**src/rtl/sriov_cap_pkg.sv**
```systemverilog
package sriov_cap_pkg;

    // Dword indices inside the capability (byte offset / 4)
    localparam int DW_CTRL   = 2;
    localparam int DW_COUNTS = 3;
    localparam int DW_NUM    = 4;
    localparam int DW_ROUTE  = 5;
    localparam int DW_DID    = 6;
    localparam int DW_SUPPG  = 7;
    localparam int DW_SYSPG  = 8;

    localparam logic [7:0] CTRL_VFE   = 8'h01;
    localparam logic [7:0] CTRL_MSE   = 8'h08;
    localparam logic [7:0] CTRL_ARI   = 8'h10;
    localparam logic [7:0] CTRL_WMASK = CTRL_VFE | CTRL_MSE | CTRL_ARI;

    typedef struct packed {
        logic [7:0]  ctrl;
        logic [15:0] num;
        logic        on_pulse;
        logic        off_pulse;
    } ctl_state_t;

    typedef struct packed {
        logic [31:0] sys;
    } pg_state_t;

    typedef struct packed {
        logic [31:0] data;
    } rd_state_t;

endpackage

```
**src/rtl/sriov_ctl_regs.sv**
```systemverilog
module sriov_ctl_regs
    import sriov_cap_pkg::*;
#(
    parameter int TOTAL_VFS = 8
) (
    input  logic        clk,
    input  logic        rst_n,
    input  logic        ctrl_wr,
    input  logic [7:0]  ctrl_wdata,
    input  logic        num_wr,
    input  logic [1:0]  num_be,
    input  logic [15:0] num_wdata,
    output logic [7:0]  ctrl_q,
    output logic [15:0] num_q,
    output logic        on_pulse,
    output logic        off_pulse
);
    localparam logic [15:0] TOTAL_W = 16'(TOTAL_VFS);

    ctl_state_t st_d, st_q;

    always_comb begin
        st_d           = st_q;
        st_d.on_pulse  = 1'b0;
        st_d.off_pulse = 1'b0;
        if (ctrl_wr) begin
            st_d.ctrl = ctrl_wdata & CTRL_WMASK;
            if (st_d.ctrl[0] && (st_q.num > TOTAL_W)) begin
                st_d.ctrl[0] = 1'b0;
            end
        end else if (num_wr) begin
            if (num_be[0]) st_d.num[7:0]  = num_wdata[7:0];
            if (num_be[1]) st_d.num[15:8] = num_wdata[15:8];
            st_d.ctrl[0] = 1'b0;
        end
        st_d.on_pulse  = st_d.ctrl[0] & ~st_q.ctrl[0];
        st_d.off_pulse = ~st_d.ctrl[0] & st_q.ctrl[0];
    end

    always_ff @(posedge clk) begin
        if (!rst_n) st_q <= '0;
        else        st_q <= st_d;
    end

    assign ctrl_q    = st_q.ctrl;
    assign num_q     = st_q.num;
    assign on_pulse  = st_q.on_pulse;
    assign off_pulse = st_q.off_pulse;

    AST_VFE_WITHIN_TOTAL: assert property (@(posedge clk) disable iff (!rst_n)
        ctrl_q[0] |-> (num_q <= TOTAL_W));
    AST_NUM_WR_CLEARS: assert property (@(posedge clk) disable iff (!rst_n)
        num_wr |=> !ctrl_q[0]);
    AST_PULSE_EXCL: assert property (@(posedge clk) disable iff (!rst_n)
        $onehot0({on_pulse, off_pulse}));
    AST_ON_PULSE_EDGE: assert property (@(posedge clk) disable iff (!rst_n)
        on_pulse |-> (ctrl_q[0] && !$past(ctrl_q[0])));

endmodule

```
**src/rtl/sriov_pgsz_reg.sv**
```systemverilog
module sriov_pgsz_reg
    import sriov_cap_pkg::*;
#(
    parameter logic [31:0] SYS_RESET = 32'h0000_0001
) (
    input  logic        clk,
    input  logic        rst_n,
    input  logic        wr,
    input  logic [3:0]  be,
    input  logic [31:0] wdata,
    input  logic [31:0] sup_mask,
    output logic [31:0] sys_q
);
    pg_state_t st_d, st_q;

    always_comb begin
        st_d = st_q;
        if (wr) begin
            for (int i = 0; i < 4; i++) begin
                if (be[i]) begin
                    st_d.sys[8*i +: 8] = (st_q.sys[8*i +: 8] & ~sup_mask[8*i +: 8])
                                       | (wdata[8*i +: 8] & sup_mask[8*i +: 8]);
                end
            end
        end
    end

    always_ff @(posedge clk) begin
        if (!rst_n) st_q.sys <= SYS_RESET;
        else        st_q     <= st_d;
    end

    assign sys_q = st_q.sys;

    AST_SYS_MASKED: assert property (@(posedge clk) disable iff (!rst_n)
        !$stable(sys_q) |-> (((sys_q ^ $past(sys_q)) & ~$past(sup_mask)) == 32'h0));

endmodule

```
**src/rtl/sriov_rd_mux.sv**
```systemverilog
module sriov_rd_mux
    import sriov_cap_pkg::*;
#(
    parameter int          OFF_W     = 12,
    parameter int          CAP_BYTES = 64,
    parameter int          INIT_VFS  = 4,
    parameter int          TOTAL_VFS = 8,
    parameter logic [15:0] VF_FIRST  = 16'h0080,
    parameter logic [15:0] VF_STRIDE = 16'h0002,
    parameter logic [15:0] VF_DEV_ID = 16'hA5C3
) (
    input  logic             clk,
    input  logic             rst_n,
    input  logic [OFF_W-1:0] rd_off,
    input  logic [7:0]       ctrl,
    input  logic [15:0]      num,
    input  logic [31:0]      sup,
    input  logic [31:0]      sys,
    output logic [31:0]      rd_data
);
    localparam int DW_W = OFF_W - 2;

    rd_state_t st_d, st_q;
    logic [DW_W-1:0] dw;

    always_comb begin
        dw        = rd_off[OFF_W-1:2];
        st_d.data = 32'h0;
        if (32'(rd_off) < CAP_BYTES) begin
            if      (dw == DW_W'(DW_CTRL))   st_d.data = {24'h0, ctrl};
            else if (dw == DW_W'(DW_COUNTS)) st_d.data = {16'(TOTAL_VFS), 16'(INIT_VFS)};
            else if (dw == DW_W'(DW_NUM))    st_d.data = {16'h0, num};
            else if (dw == DW_W'(DW_ROUTE))  st_d.data = {VF_STRIDE, VF_FIRST};
            else if (dw == DW_W'(DW_DID))    st_d.data = {VF_DEV_ID, 16'h0};
            else if (dw == DW_W'(DW_SUPPG))  st_d.data = sup;
            else if (dw == DW_W'(DW_SYSPG))  st_d.data = sys;
        end
    end

    always_ff @(posedge clk) begin
        if (!rst_n) st_q <= '0;
        else        st_q <= st_d;
    end

    assign rd_data = st_q.data;

endmodule

```
**src/rtl/sriov_cap_regs.sv**
```systemverilog
module sriov_cap_regs
    import sriov_cap_pkg::*;
#(
    parameter int          OFF_W     = 12,
    parameter int          CAP_BYTES = 64,
    parameter int          INIT_VFS  = 4,
    parameter int          TOTAL_VFS = 8,
    parameter logic [15:0] VF_FIRST  = 16'h0080,
    parameter logic [15:0] VF_STRIDE = 16'h0002,
    parameter logic [15:0] VF_DEV_ID = 16'hA5C3,
    parameter logic [31:0] SUP_MIN   = 32'h0000_0553
) (
    input  logic             clk,
    input  logic             rst_n,
    input  logic             wr_en,
    input  logic [OFF_W-1:0] wr_off,
    input  logic [3:0]       wr_be,
    input  logic [31:0]      wr_data,
    input  logic [OFF_W-1:0] rd_off,
    output logic [31:0]      rd_data,
    input  logic [31:0]      extra_pgsz,
    output logic             vf_enable,
    output logic             vf_mem_enable,
    output logic             ari_hier,
    output logic [15:0]      eff_vfs,
    output logic             vf_on_pulse,
    output logic             vf_off_pulse
);
    localparam int DW_W = OFF_W - 2;

    logic            in_range;
    logic [DW_W-1:0] wr_dw;
    logic            ctrl_wr, num_wr, sys_wr;
    logic [7:0]      ctrl_q;
    logic [15:0]     num_q;
    logic [31:0]     sup_mask, sys_q;

    always_comb begin
        in_range = wr_en && (32'(wr_off) < CAP_BYTES);
        wr_dw    = wr_off[OFF_W-1:2];
        ctrl_wr  = in_range && (wr_dw == DW_W'(DW_CTRL)) && wr_be[0];
        num_wr   = in_range && (wr_dw == DW_W'(DW_NUM)) && (wr_be[1:0] != 2'b00);
        sys_wr   = in_range && (wr_dw == DW_W'(DW_SYSPG));
        sup_mask = SUP_MIN | extra_pgsz;
    end

    sriov_ctl_regs #(.TOTAL_VFS(TOTAL_VFS)) u_ctl (
        .clk        (clk),
        .rst_n      (rst_n),
        .ctrl_wr    (ctrl_wr),
        .ctrl_wdata (wr_data[7:0]),
        .num_wr     (num_wr),
        .num_be     (wr_be[1:0]),
        .num_wdata  (wr_data[15:0]),
        .ctrl_q     (ctrl_q),
        .num_q      (num_q),
        .on_pulse   (vf_on_pulse),
        .off_pulse  (vf_off_pulse)
    );

    sriov_pgsz_reg #(.SYS_RESET(32'h0000_0001)) u_pgsz (
        .clk      (clk),
        .rst_n    (rst_n),
        .wr       (sys_wr),
        .be       (wr_be),
        .wdata    (wr_data),
        .sup_mask (sup_mask),
        .sys_q    (sys_q)
    );

    sriov_rd_mux #(
        .OFF_W     (OFF_W),
        .CAP_BYTES (CAP_BYTES),
        .INIT_VFS  (INIT_VFS),
        .TOTAL_VFS (TOTAL_VFS),
        .VF_FIRST  (VF_FIRST),
        .VF_STRIDE (VF_STRIDE),
        .VF_DEV_ID (VF_DEV_ID)
    ) u_rd (
        .clk     (clk),
        .rst_n   (rst_n),
        .rd_off  (rd_off),
        .ctrl    (ctrl_q),
        .num     (num_q),
        .sup     (sup_mask),
        .sys     (sys_q),
        .rd_data (rd_data)
    );

    assign vf_enable     = ctrl_q[0];
    assign vf_mem_enable = ctrl_q[3];
    assign ari_hier      = ctrl_q[4];
    assign eff_vfs       = ctrl_q[0] ? num_q : 16'h0;

    AST_OOR_IGNORED: assert property (@(posedge clk) disable iff (!rst_n)
        (wr_en && (32'(wr_off) >= CAP_BYTES))
        |=> ($stable(ctrl_q) && $stable(num_q) && $stable(sys_q)));
    AST_EFF_FOLLOWS: assert property (@(posedge clk) disable iff (!rst_n)
        (vf_enable && $stable(num_q) && $past(vf_enable)) |-> $stable(eff_vfs));

endmodule

```
**config.mk**
```make
export PLATFORM = sky130hd
export DESIGN_NAME = sriov_cap_regs
export DESIGN_NICKNAME = d
export VERILOG_FILES = /design/src/rtl/sriov_cap_pkg.sv /design/src/rtl/sriov_ctl_regs.sv /design/src/rtl/sriov_pgsz_reg.sv /design/src/rtl/sriov_rd_mux.sv /design/src/rtl/sriov_cap_regs.sv
export SDC_FILE = /design/constraint.sdc
export NUM_CORES = 1
export LEC_CHECK = 0
export BUFFER_PORTS_ARGS = -buffer_cell sky130_fd_sc_hd__buf_2
export CORE_UTILIZATION = 49
export DETAILED_ROUTE_END_ITERATION = 6
export GPL_TIMING_DRIVEN = 0
export PLACE_DENSITY = 0.82
export SYNTH_ARGS = -nofsm -noshare
export SYNTH_HDL_FRONTEND = slang
export SYNTH_SLANG_ARGS = --single-unit
```
**constraint.sdc**
```tcl
create_clock -name clk -period 1.95 [get_ports clk]
set_input_delay 0.195 -clock clk [delete_from_list [all_inputs] [get_ports clk]]
set_output_delay 0.195 -clock clk [all_outputs]
set_load 0.01 [all_outputs]
```
# After elaboration in Yosys (flattened, before gate mapping)
# Cells that the tools add are included.
# op_classes
order_cmp	3
eq_ne	10
mux	13
bitwise	24
reduce_logical	22
# ops
operator	n
2-to-1 mux 32 bit	3
AND 8 bit	8
2-to-1 mux 20 bit	3
== test 10 x 3 -> 1 bit, second input constant	5
NOT 8 bit	4
OR 8 bit	4
== test 10 x 2 -> 1 bit, second input constant	3
less-than comparator 12 x 7 -> 1 bit, second input constant	2
== test 10 x 4 -> 1 bit, second input constant	2
2-to-1 mux 17 bit	1
greater-than comparator 16 x 4 -> 1 bit, second input constant	1
2-to-1 mux 16 bit	1
2-to-1 mux 8 bit	2
AND reduction 2 bit	5
logical AND 1 bit	7
OR reduction 7 bit	1
NOT 1 bit	6
AND reduction 3 bit	2
OR reduction 3 bit	2
OR reduction 6 bit	1
2-to-1 mux 5 bit	1
OR reduction 5 bit	1
OR reduction 4 bit	1
AND 1 bit	2
other kinds (3)	4
# totals
ff_bits	85
output_inout_bits	53
word_cells	90

# Logic depth before layout (Yosys ltp)
# Gate-level depths: netlist of the first run.
# depth
word_depth	8
depth_mapped	8

# By module
# Synthesis of the first run repeated with hierarchy kept, for this count alone.
# unflattened
hier_cells	448
area_unflattened_um2	4083.9
# modules_own_cells
mod	n_inst	cells_each	area_each_um2
sriov_rd_mux	1	164	1520.2
sriov_pgsz_reg	1	174	1516.5
sriov_ctl_regs	1	83	849.6
sriov_cap_regs	1	27	197.7

# Worst setup path before layout of the first run
# Ideal clock, no wire load.
# synth_timing
path_type	in2reg
startpoint	in wr_off[8]
endpoint	reg u_ctl.st_q (netlist bit u_ctl.off_pulse)
setup_ns	0.116
arrival_time_ns	1.399
t_required_ns	1.834
slack_ns	0.435
cell_stages	4
n_path_buf	0
path_cell_list	nor4b_4 > nand4_4 > or3_4 > and4_1
# synth_via
elab_chain_cells	8
# synth_lines
element	line	rtl
start: declaration	sriov_cap_regs.sv:16	input logic [OFF_W-1:0] wr_off,
less-than comparator 12 x 7 -> 1 bit	sriov_cap_regs.sv:39	in_range = wr_en && (32'(wr_off) < CAP_BYTES);
logical AND 1 bit	sriov_cap_regs.sv:39	
logical AND 1 bit (2 in series)	sriov_cap_regs.sv:42	num_wr = in_range && (wr_dw == DW_W'(DW_NUM)) && (wr_be[1:0] != 2'b00);
2-to-1 mux 17 bit	sriov_ctl_regs.sv:31	end else if (num_wr) begin
2-to-1 mux 1 bit *	sriov_ctl_regs.sv:26	if (ctrl_wr) begin
NOT 1 bit *	sriov_ctl_regs.sv:37	st_d.off_pulse = ~st_d.ctrl[0] & st_q.ctrl[0];
AND 1 bit *	sriov_ctl_regs.sv:37	
end signal: assignment	sriov_ctl_regs.sv:42	else st_q <= st_d;
end: declaration	sriov_ctl_regs.sv:20	ctl_state_t st_d, st_q;
# Mark *: on every way between the ends. The rest lies on a longest branch, timed or not.
# A chain may end at the register's enable or synchronous reset.

# Worst setup path in the final report of the first run
# layout_timing
startpoint	in rd_off[3]
endpoint	reg u_rd.st_q (netlist bit u_rd.rd_data[14])
# layout_via
elab_chain_cells	6
# layout_lines
element	line	rtl
start: declaration	sriov_cap_regs.sv:19	input logic [OFF_W-1:0] rd_off,
branches (longest 6 deep; another with less-than comparator 12 x 7 -> 1 bit)	-	
end signal: assignment	sriov_rd_mux.sv:42	else st_q <= st_d;
end: declaration	sriov_rd_mux.sv:23	rd_state_t st_d, st_q;
# Parallel ways; which one is timed is not known.

==> impl_metrics.py, run 1 <==
metrics = {
    "timing": {
        "rsz0062_at_grt": "no",
        "final-hold-violation-count": 0,
        "setup_viol": 0,
        "skew_ns": 0.0104,
        "report.final.slew_viol_count": 0,
        "tightest_slew_ns": 0.735,
        "fin_crit_ns": 1.62,
        "maxSlewHeadroom_pct": 50.8,
        "fmax_mhz": 616,
        "timing.final.crit_share_pct": 83.3,
        "tns_ns": 0,
    },
    "cells_and_area": {
        "finalNonFillerCells": 692,
        "drive_gt1_share_pct": 30.2,
        "area.growth.synth_to_final_pct": 26.4,
        "most-common-layout-cells": "144 x buf_2, 85 x dfxtp_1, 78 x nand2_1",
        "fin_nets": 681,
        "fillers": 643,
        "diodes": 0,
        "layout_commonest_cell": "buf_2",
    },
    "place": {
        "gp_congestion": 0.911,
        "port_buffers": 131,
        "dp_hpwl_mm": 8.49,
        "dp_cells": 677,
    },
    "floorplan": {
        "die_h_um": 91.2,
        "start_util_pct": 50.4,
        "die_w_um": 91.2,
        "io_pins": 148,
        "die_area_sq_um": 8310,
        "core.rowCount": 32,
        "coreArea_sq_um": 7730,
    },
    "global_routing": {
        "top_usage_layer": "met2",
        "grt_max_degree": 14,
        "grt_pass1_wl_mm": 18.1,
        "met2_usage_pct": 46.8,
        "overflow": 0,
        "use_met3_pct": 4.61,
        "grt_util_all_layers_pct": 27.7,
        "grt_pass1_vias": 3813,
        "antenna_found_initial": 0,
        "grt_use_met1_pct": 34.2,
    },
    "clock_network": {
        "cts_buffers": 9,
        "ctsResizeCount": 0,
        "clkSinkCount": 85,
        "clk_latency_ns": 0.35,
        "cts-root-buf": "clkbuf_8",
        "htree_levels": 3,
        "clock_path_buffers": 2,
        "clk_pin_slew_worst_paths_ns": 0.09,
        "cts_tree": "yes",
        "cts_hold_buffers": 0,
        "postCtsSetupBuffers": 0,
    },
    "run_status": {
        "status": "finished, final reports clean",
    },
    "power_and_ir_drop": {
        "p_total_mw": 3.52,
        "power.internal_mw": 2.75,
        "leakage_nw": 2.22,
        "power.density_nw_per_um2": 713,
        "clkPwrFrac_pct": 43.2,
        "combPwrFrac_pct": 7.5,
        "ir_drop_mv": 0.435,
        "switching_power_mw": 0.761,
        "switching_share_pct": 21.7,
        "p_seq_share_pct": 49.3,
    },
    "critical_path": {
        "cp-end-kind": "flop",
        "crit_buf_inv": 4,
        "arrival_ns": 1.89,
        "rr_startpoint": "u_ctl.num_q[14]",
        "cp-start-kind": "input port",
        "worst-setup-path-type": "input port to flop",
        "cpPeakStageDelay_ns": 0.48,
        "crit_chain": "buf_2 -> buf_2 -> nor4b_4 -> and3_1 -> buf_2 -> buf_2 -> a22oi_1 -> nor2_1",
        "r2r_end": "u_ctl.off_pulse",
        "crit_family": "simple AND/OR/NAND/NOR gates",
        "crit_cells": 8,
        "crit_fanout": 10,
        "crit_required_ns": 2.22,
        "worst_path_most_repeated_cell": "buf_2",
        "rrSetupSlack_ns": 0.46,
        "crit_slowest_cell": "nor4b_4",
        "worstRegToRegCells": 4,
    },
    "worst_hold_path": {
        "hp-class": "input port to flop",
        "whs_path_depth": 3,
        "min-delay-start": "wr_data[31]",
    },
    "synth": {
        "netlist.area_leader.share_pct": 43.7,
        "ys_types": 51,
        "seq_area_frac_synth_pct": 43.7,
        "synth_area_sq_um": 3900,
        "syn-num-nets": 539,
        "yosysWarningCount": 0,
        "synth_seq_cells": 85,
        "synth_edf_count": 0,
        "synth-async-reset-ratio_pct": 0,
        "synthFlopType": "dfxtp_1",
        "avgSynthCellArea_sq_um": 8.78,
        "synth.top_cells.by_area": "dfxtp_1 44%, mux2i_1 9.2%, nand2_1 7.5%, nand3_1 5.3%, a22oi_1 3.1%",
        "syn_inst": 444,
        "yosys.area.top_type": "dfxtp_1",
    },
    "drt": {
        "dr_total_vias": 4023,
        "ant_nets": 0,
        "drt-initial-drc-count": 342,
        "dr.pass1.iters": 5,
        "wl_per_cell_um": 16.6,
        "drc": 0,
        "finalWirelength_mm": 11.5,
        "vias_per_cell": 5.81,
    },
    "job": {
        "cap_violations": 0,
    },
}
cells in the mapped netlist (all sizes together) (8+ instances only):
library cell / count
nor4b: 8
nor2: 26
dfxtp: 85
mux2i: 36
clkbuf: 16
o21ai: 20
nand2: 78
a22oi: 16
buf: 21
and2: 19
a21oi: 9
nand3: 44
logic make-up (layout without fill, tap and decap cells):
kind of cell	after synthesis	after routing	synth area share [%]
AO/OA/AOI/OAI	72	72	12.8
multiplexers	36	36	9.25
flip-flops	85	85	43.7
buffers and inverters	43	189	5.71
AND/OR/NAND/NOR	207	207	28.4
XOR/XNOR	1	1	0.225
metal layers:
layer | wire (um) | vias up | part of all wire (%)
li1 | - | 1851 | -
met1 | 4580 | 1906 | 40
met2 | 5540 | 223 | 48
met3 | 981 | 43 | 8.5
met4 | 419 | 0 | 3.6
met5 | 0 | - | 0
stage by stage:
stage	util (%)	hold WS (ns)	cell area (sq um)	worst slack (ns)
finish	63.8	0.0753	4930	0.325
global route	63.8	0.0696	4930	0.236
CTS	63.8	0.0770	4930	0.360
detailed placement	60.6	0.446	4680	0.0246
global placement	60.6	0.443	4680	0.0497
floorplan	-	0.334	3900	0.435
final cells by class:
class,count,area [sq um],share of cell area (%)
buffer,37,200,4.06
clock buffer,11,151,3.07
clock inverter,4,95.1,1.93
inverter,6,22.5,0.457
multi-input combinational,316,1970,40.0
sequential,85,1700,34.5
tap,102,128,2.59
timing repair buffer,131,656,13.3
power groups by stage:
stage	logic, mW	registers [mW]	clock network [mW]
after floorplan	0.119	1.78	0
after detailed placement	0.257	1.78	0
after CTS	0.259	1.73	1.52
after global placement	0.252	1.78	0
after global routing	0.285	1.73	1.59
final	0.264	1.73	1.52
how the worst max path moves through the flow:
| stage | start | to | slack, ns |
|---|---|---|---|
| finish | rd_off[3] | u_rd.rd_data[14] | 0.33 |
| global route | rd_off[3] | u_rd.rd_data[14] | 0.24 |
| CTS | rd_off[3] | u_rd.rd_data[14] | 0.36 |
| detailed placement | rd_off[3] | u_rd.rd_data[14] | 0.02 |
| global placement | rd_off[3] | u_rd.rd_data[14] | 0.05 |
| floorplan | wr_off[8] | u_ctl.off_pulse | 0.44 |
tightest hold or removal path: stages:
cell and delay (ns):
buf_2 0.09, nand2_1 0.04, mux2i_1 0.05
No activity file was read; power rests on OpenSTA's default activity.
==> inputs of run 2 (changes only) <==
==> constraint.sdc (replaced) <==
create_clock -name clk -period 1.6 [get_ports clk]
set_input_delay 0.16 -clock clk [delete_from_list [all_inputs] [get_ports clk]]
set_output_delay 0.16 -clock clk [all_outputs]
set_load 0.01 [all_outputs]
==> run 2 against run 1 <==
Net effect:
- the run now ends with design-rule violations left
- routed wire length rose by 0.29%
- register-to-register slack got worse by 0.34 ns
- critical path depth did not move
- flip-flop and latch count did not move
- clock power rose by 22%
- clock skew barely moved
- worst setup slack got worse by 0.27 ns
- worst hold slack got worse by 0.037 ns
- critical path type unchanged
- largest cell class unchanged
==> impl_metrics.py, run 2 (synthesis gave the netlist of run 1 again) <==
metrics = {
    "run_status": {
        "status": "finished, violations left",
        "violations": "design-rule violations",
    },
    "clock_network": {
        "cts_buffers": 9,
        "cts_hold_buffers": 0,
        "htree_levels": 3,
        "clk_pin_slew_worst_paths_ns": 0.09,
        "clkSinkCount": 85,
        "cts-root-buf": "clkbuf_8",
        "clk_latency_ns": 0.35,
        "clock_path_buffers": 2,
        "cts_tree": "yes",
    },
    "floorplan": {
        "io_pins": 148,
        "die_h_um": 91.2,
        "core.rowCount": 32,
        "die_area_sq_um": 8310,
        "die_w_um": 91.2,
        "start_util_pct": 50.4,
        "coreArea_sq_um": 7730,
    },
    "drt": {
        "drt-initial-drc-count": 373,
        "dr_total_vias": 4005,
        "drc": 1,
        "vias_per_cell": 5.77,
        "ant_nets": 0,
        "dr.pass1.iters": 7,
        "finalWirelength_mm": 11.6,
        "wl_per_cell_um": 16.6,
    },
    "power_and_ir_drop": {
        "p_total_mw": 4.29,
        "ir_drop_mv": 0.533,
        "power.density_nw_per_um2": 865,
        "leakage_nw": 2.24,
    },
    "critical_path": {
        "crit_fanout": 10,
        "cpPeakStageDelay_ns": 0.30,
        "crit_chain": "buf_2 -> buf_2 -> and2_1 -> buf_2 -> a211o_1 -> nand3_1 -> clkbuf_4 -> o221ai_1",
        "r2r_end": "u_ctl.off_pulse",
        "crit_required_ns": 1.81,
        "crit_buf_inv": 4,
        "cp-end-kind": "flop",
        "arrival_ns": 1.75,
        "crit_family": "buffers and inverters",
        "crit_end": "u_rd.rd_data[3]",
        "worst_path_most_repeated_cell": "buf_2",
        "rrSetupSlack_ns": 0.12,
        "startpoint": "rd_off[3]",
        "crit_slowest_cell": "a211o_1",
        "worst-setup-path-type": "input port to flop",
        "crit_cells": 8,
        "cp-start-kind": "input port",
        "rr_startpoint": "u_ctl.num_q[14]",
        "worstRegToRegCells": 4,
    },
    "cells_and_area": {
        "layout_commonest_cell": "buf_2",
        "drive_gt1_share_pct": 30.7,
        "area.growth.synth_to_final_pct": 27.2,
        "finalNonFillerCells": 694,
        "most-common-layout-cells": "143 x buf_2, 85 x dfxtp_1, 78 x nand2_1",
        "fin_util_pct": 64.1,
        "fin_nets": 683,
        "diodes": 0,
        "finalInstanceArea_sq_um": 4960,
    },
    "timing": {
        "maxSlewHeadroom_pct": 51.7,
        "final-hold-violation-count": 0,
        "tns_ns": 0,
        "holdWs_ns": 0.0381,
        "fin_crit_ns": 1.55,
        "tightest_slew_ns": 0.721,
        "report.final.slew_viol_count": 0,
        "rsz0062_at_grt": "no",
        "setup_viol": 0,
        "skew_ns": 0.0103,
        "fmax_mhz": 647,
        "timing.final.crit_share_pct": 96.6,
        "setup_ws_ns": 0.0539,
    },
    "global_routing": {
        "grt_util_all_layers_pct": 27.7,
        "met2_usage_pct": 46.8,
        "top_usage_layer": "met2",
        "antenna_found_initial": 0,
        "grt_pass1_vias": 3813,
        "grt_max_degree": 14,
        "grt_pass1_wl_mm": 18.1,
        "overflow": 0,
        "grt_use_met1_pct": 34.2,
        "use_met3_pct": 4.61,
    },
    "worst_hold_path": {
        "hp-class": "input port to flop",
    },
    "job": {
        "cap_violations": 0,
    },
    "place": {
        "postPlaceCellArea_sq_um": 4680,
        "dp_hpwl_mm": 8.49,
        "gp_congestion": 0.911,
        "dp_cells": 677,
        "port_buffers": 131,
        "dp_slack_ns": -0.290,
    },
}
==> run 2: how the worst min path moves through the flow <==
stage / from / endpoint / slack, ns / cells after the start
after detailed placement: wr_data[19] / flop / 0.41 / 3
after CTS: wr_data[31] / flop / 0.04 / 3
after floorplan: wr_data[24] / flop / 0.30 / 2
after global routing: wr_data[31] / flop / 0.03 / 3
after global placement: wr_data[19] / flop / 0.41 / 3
final: wr_data[31] / flop / 0.04 / 3
==> run 2: where the power goes <==
group / internal, mW / total [mW] / switching [mW]
clock: 1.11 / 1.85 / 0.736
combinational: 0.134 / 0.326 / 0.192
sequential: 2.11 / 2.11 / 0.000194
==> run 2: what timing repair did <==
item | in CTS | in global routing
buffers inserted | 0 | 2
gates resized for setup | 0 | 6
setup endpoints to repair | 0 | 12
==> run 2: cell type report <==
type                            count  area (sq um)
Clock buffer                       11           151
Tap cell                          102           128
Clock inverter                      4          95.1
Inverter                            6          22.5
Sequential cell                    85          1700
Timing Repair Buffer              133           671
Fill cell                         635          2770
Buffer                             37           205
Multi-Input combinational cell    316          1980
==> run 2: tightest hold or removal path: cells and delay by family <==
kind	cells	cell delay, ns
and+or+nand+nor	1	0.04
muxes	1	0.05
buffers and inverters	1	0.09
==> run 2: routing by layer <==
metal / vias to the layer above / part of all wire [%]
met4: 0 / 3.6
met3: 42 / 8.7
li1: 1857 / -
met5: - / 0
met1: 1874 / 40
met2: 232 / 48
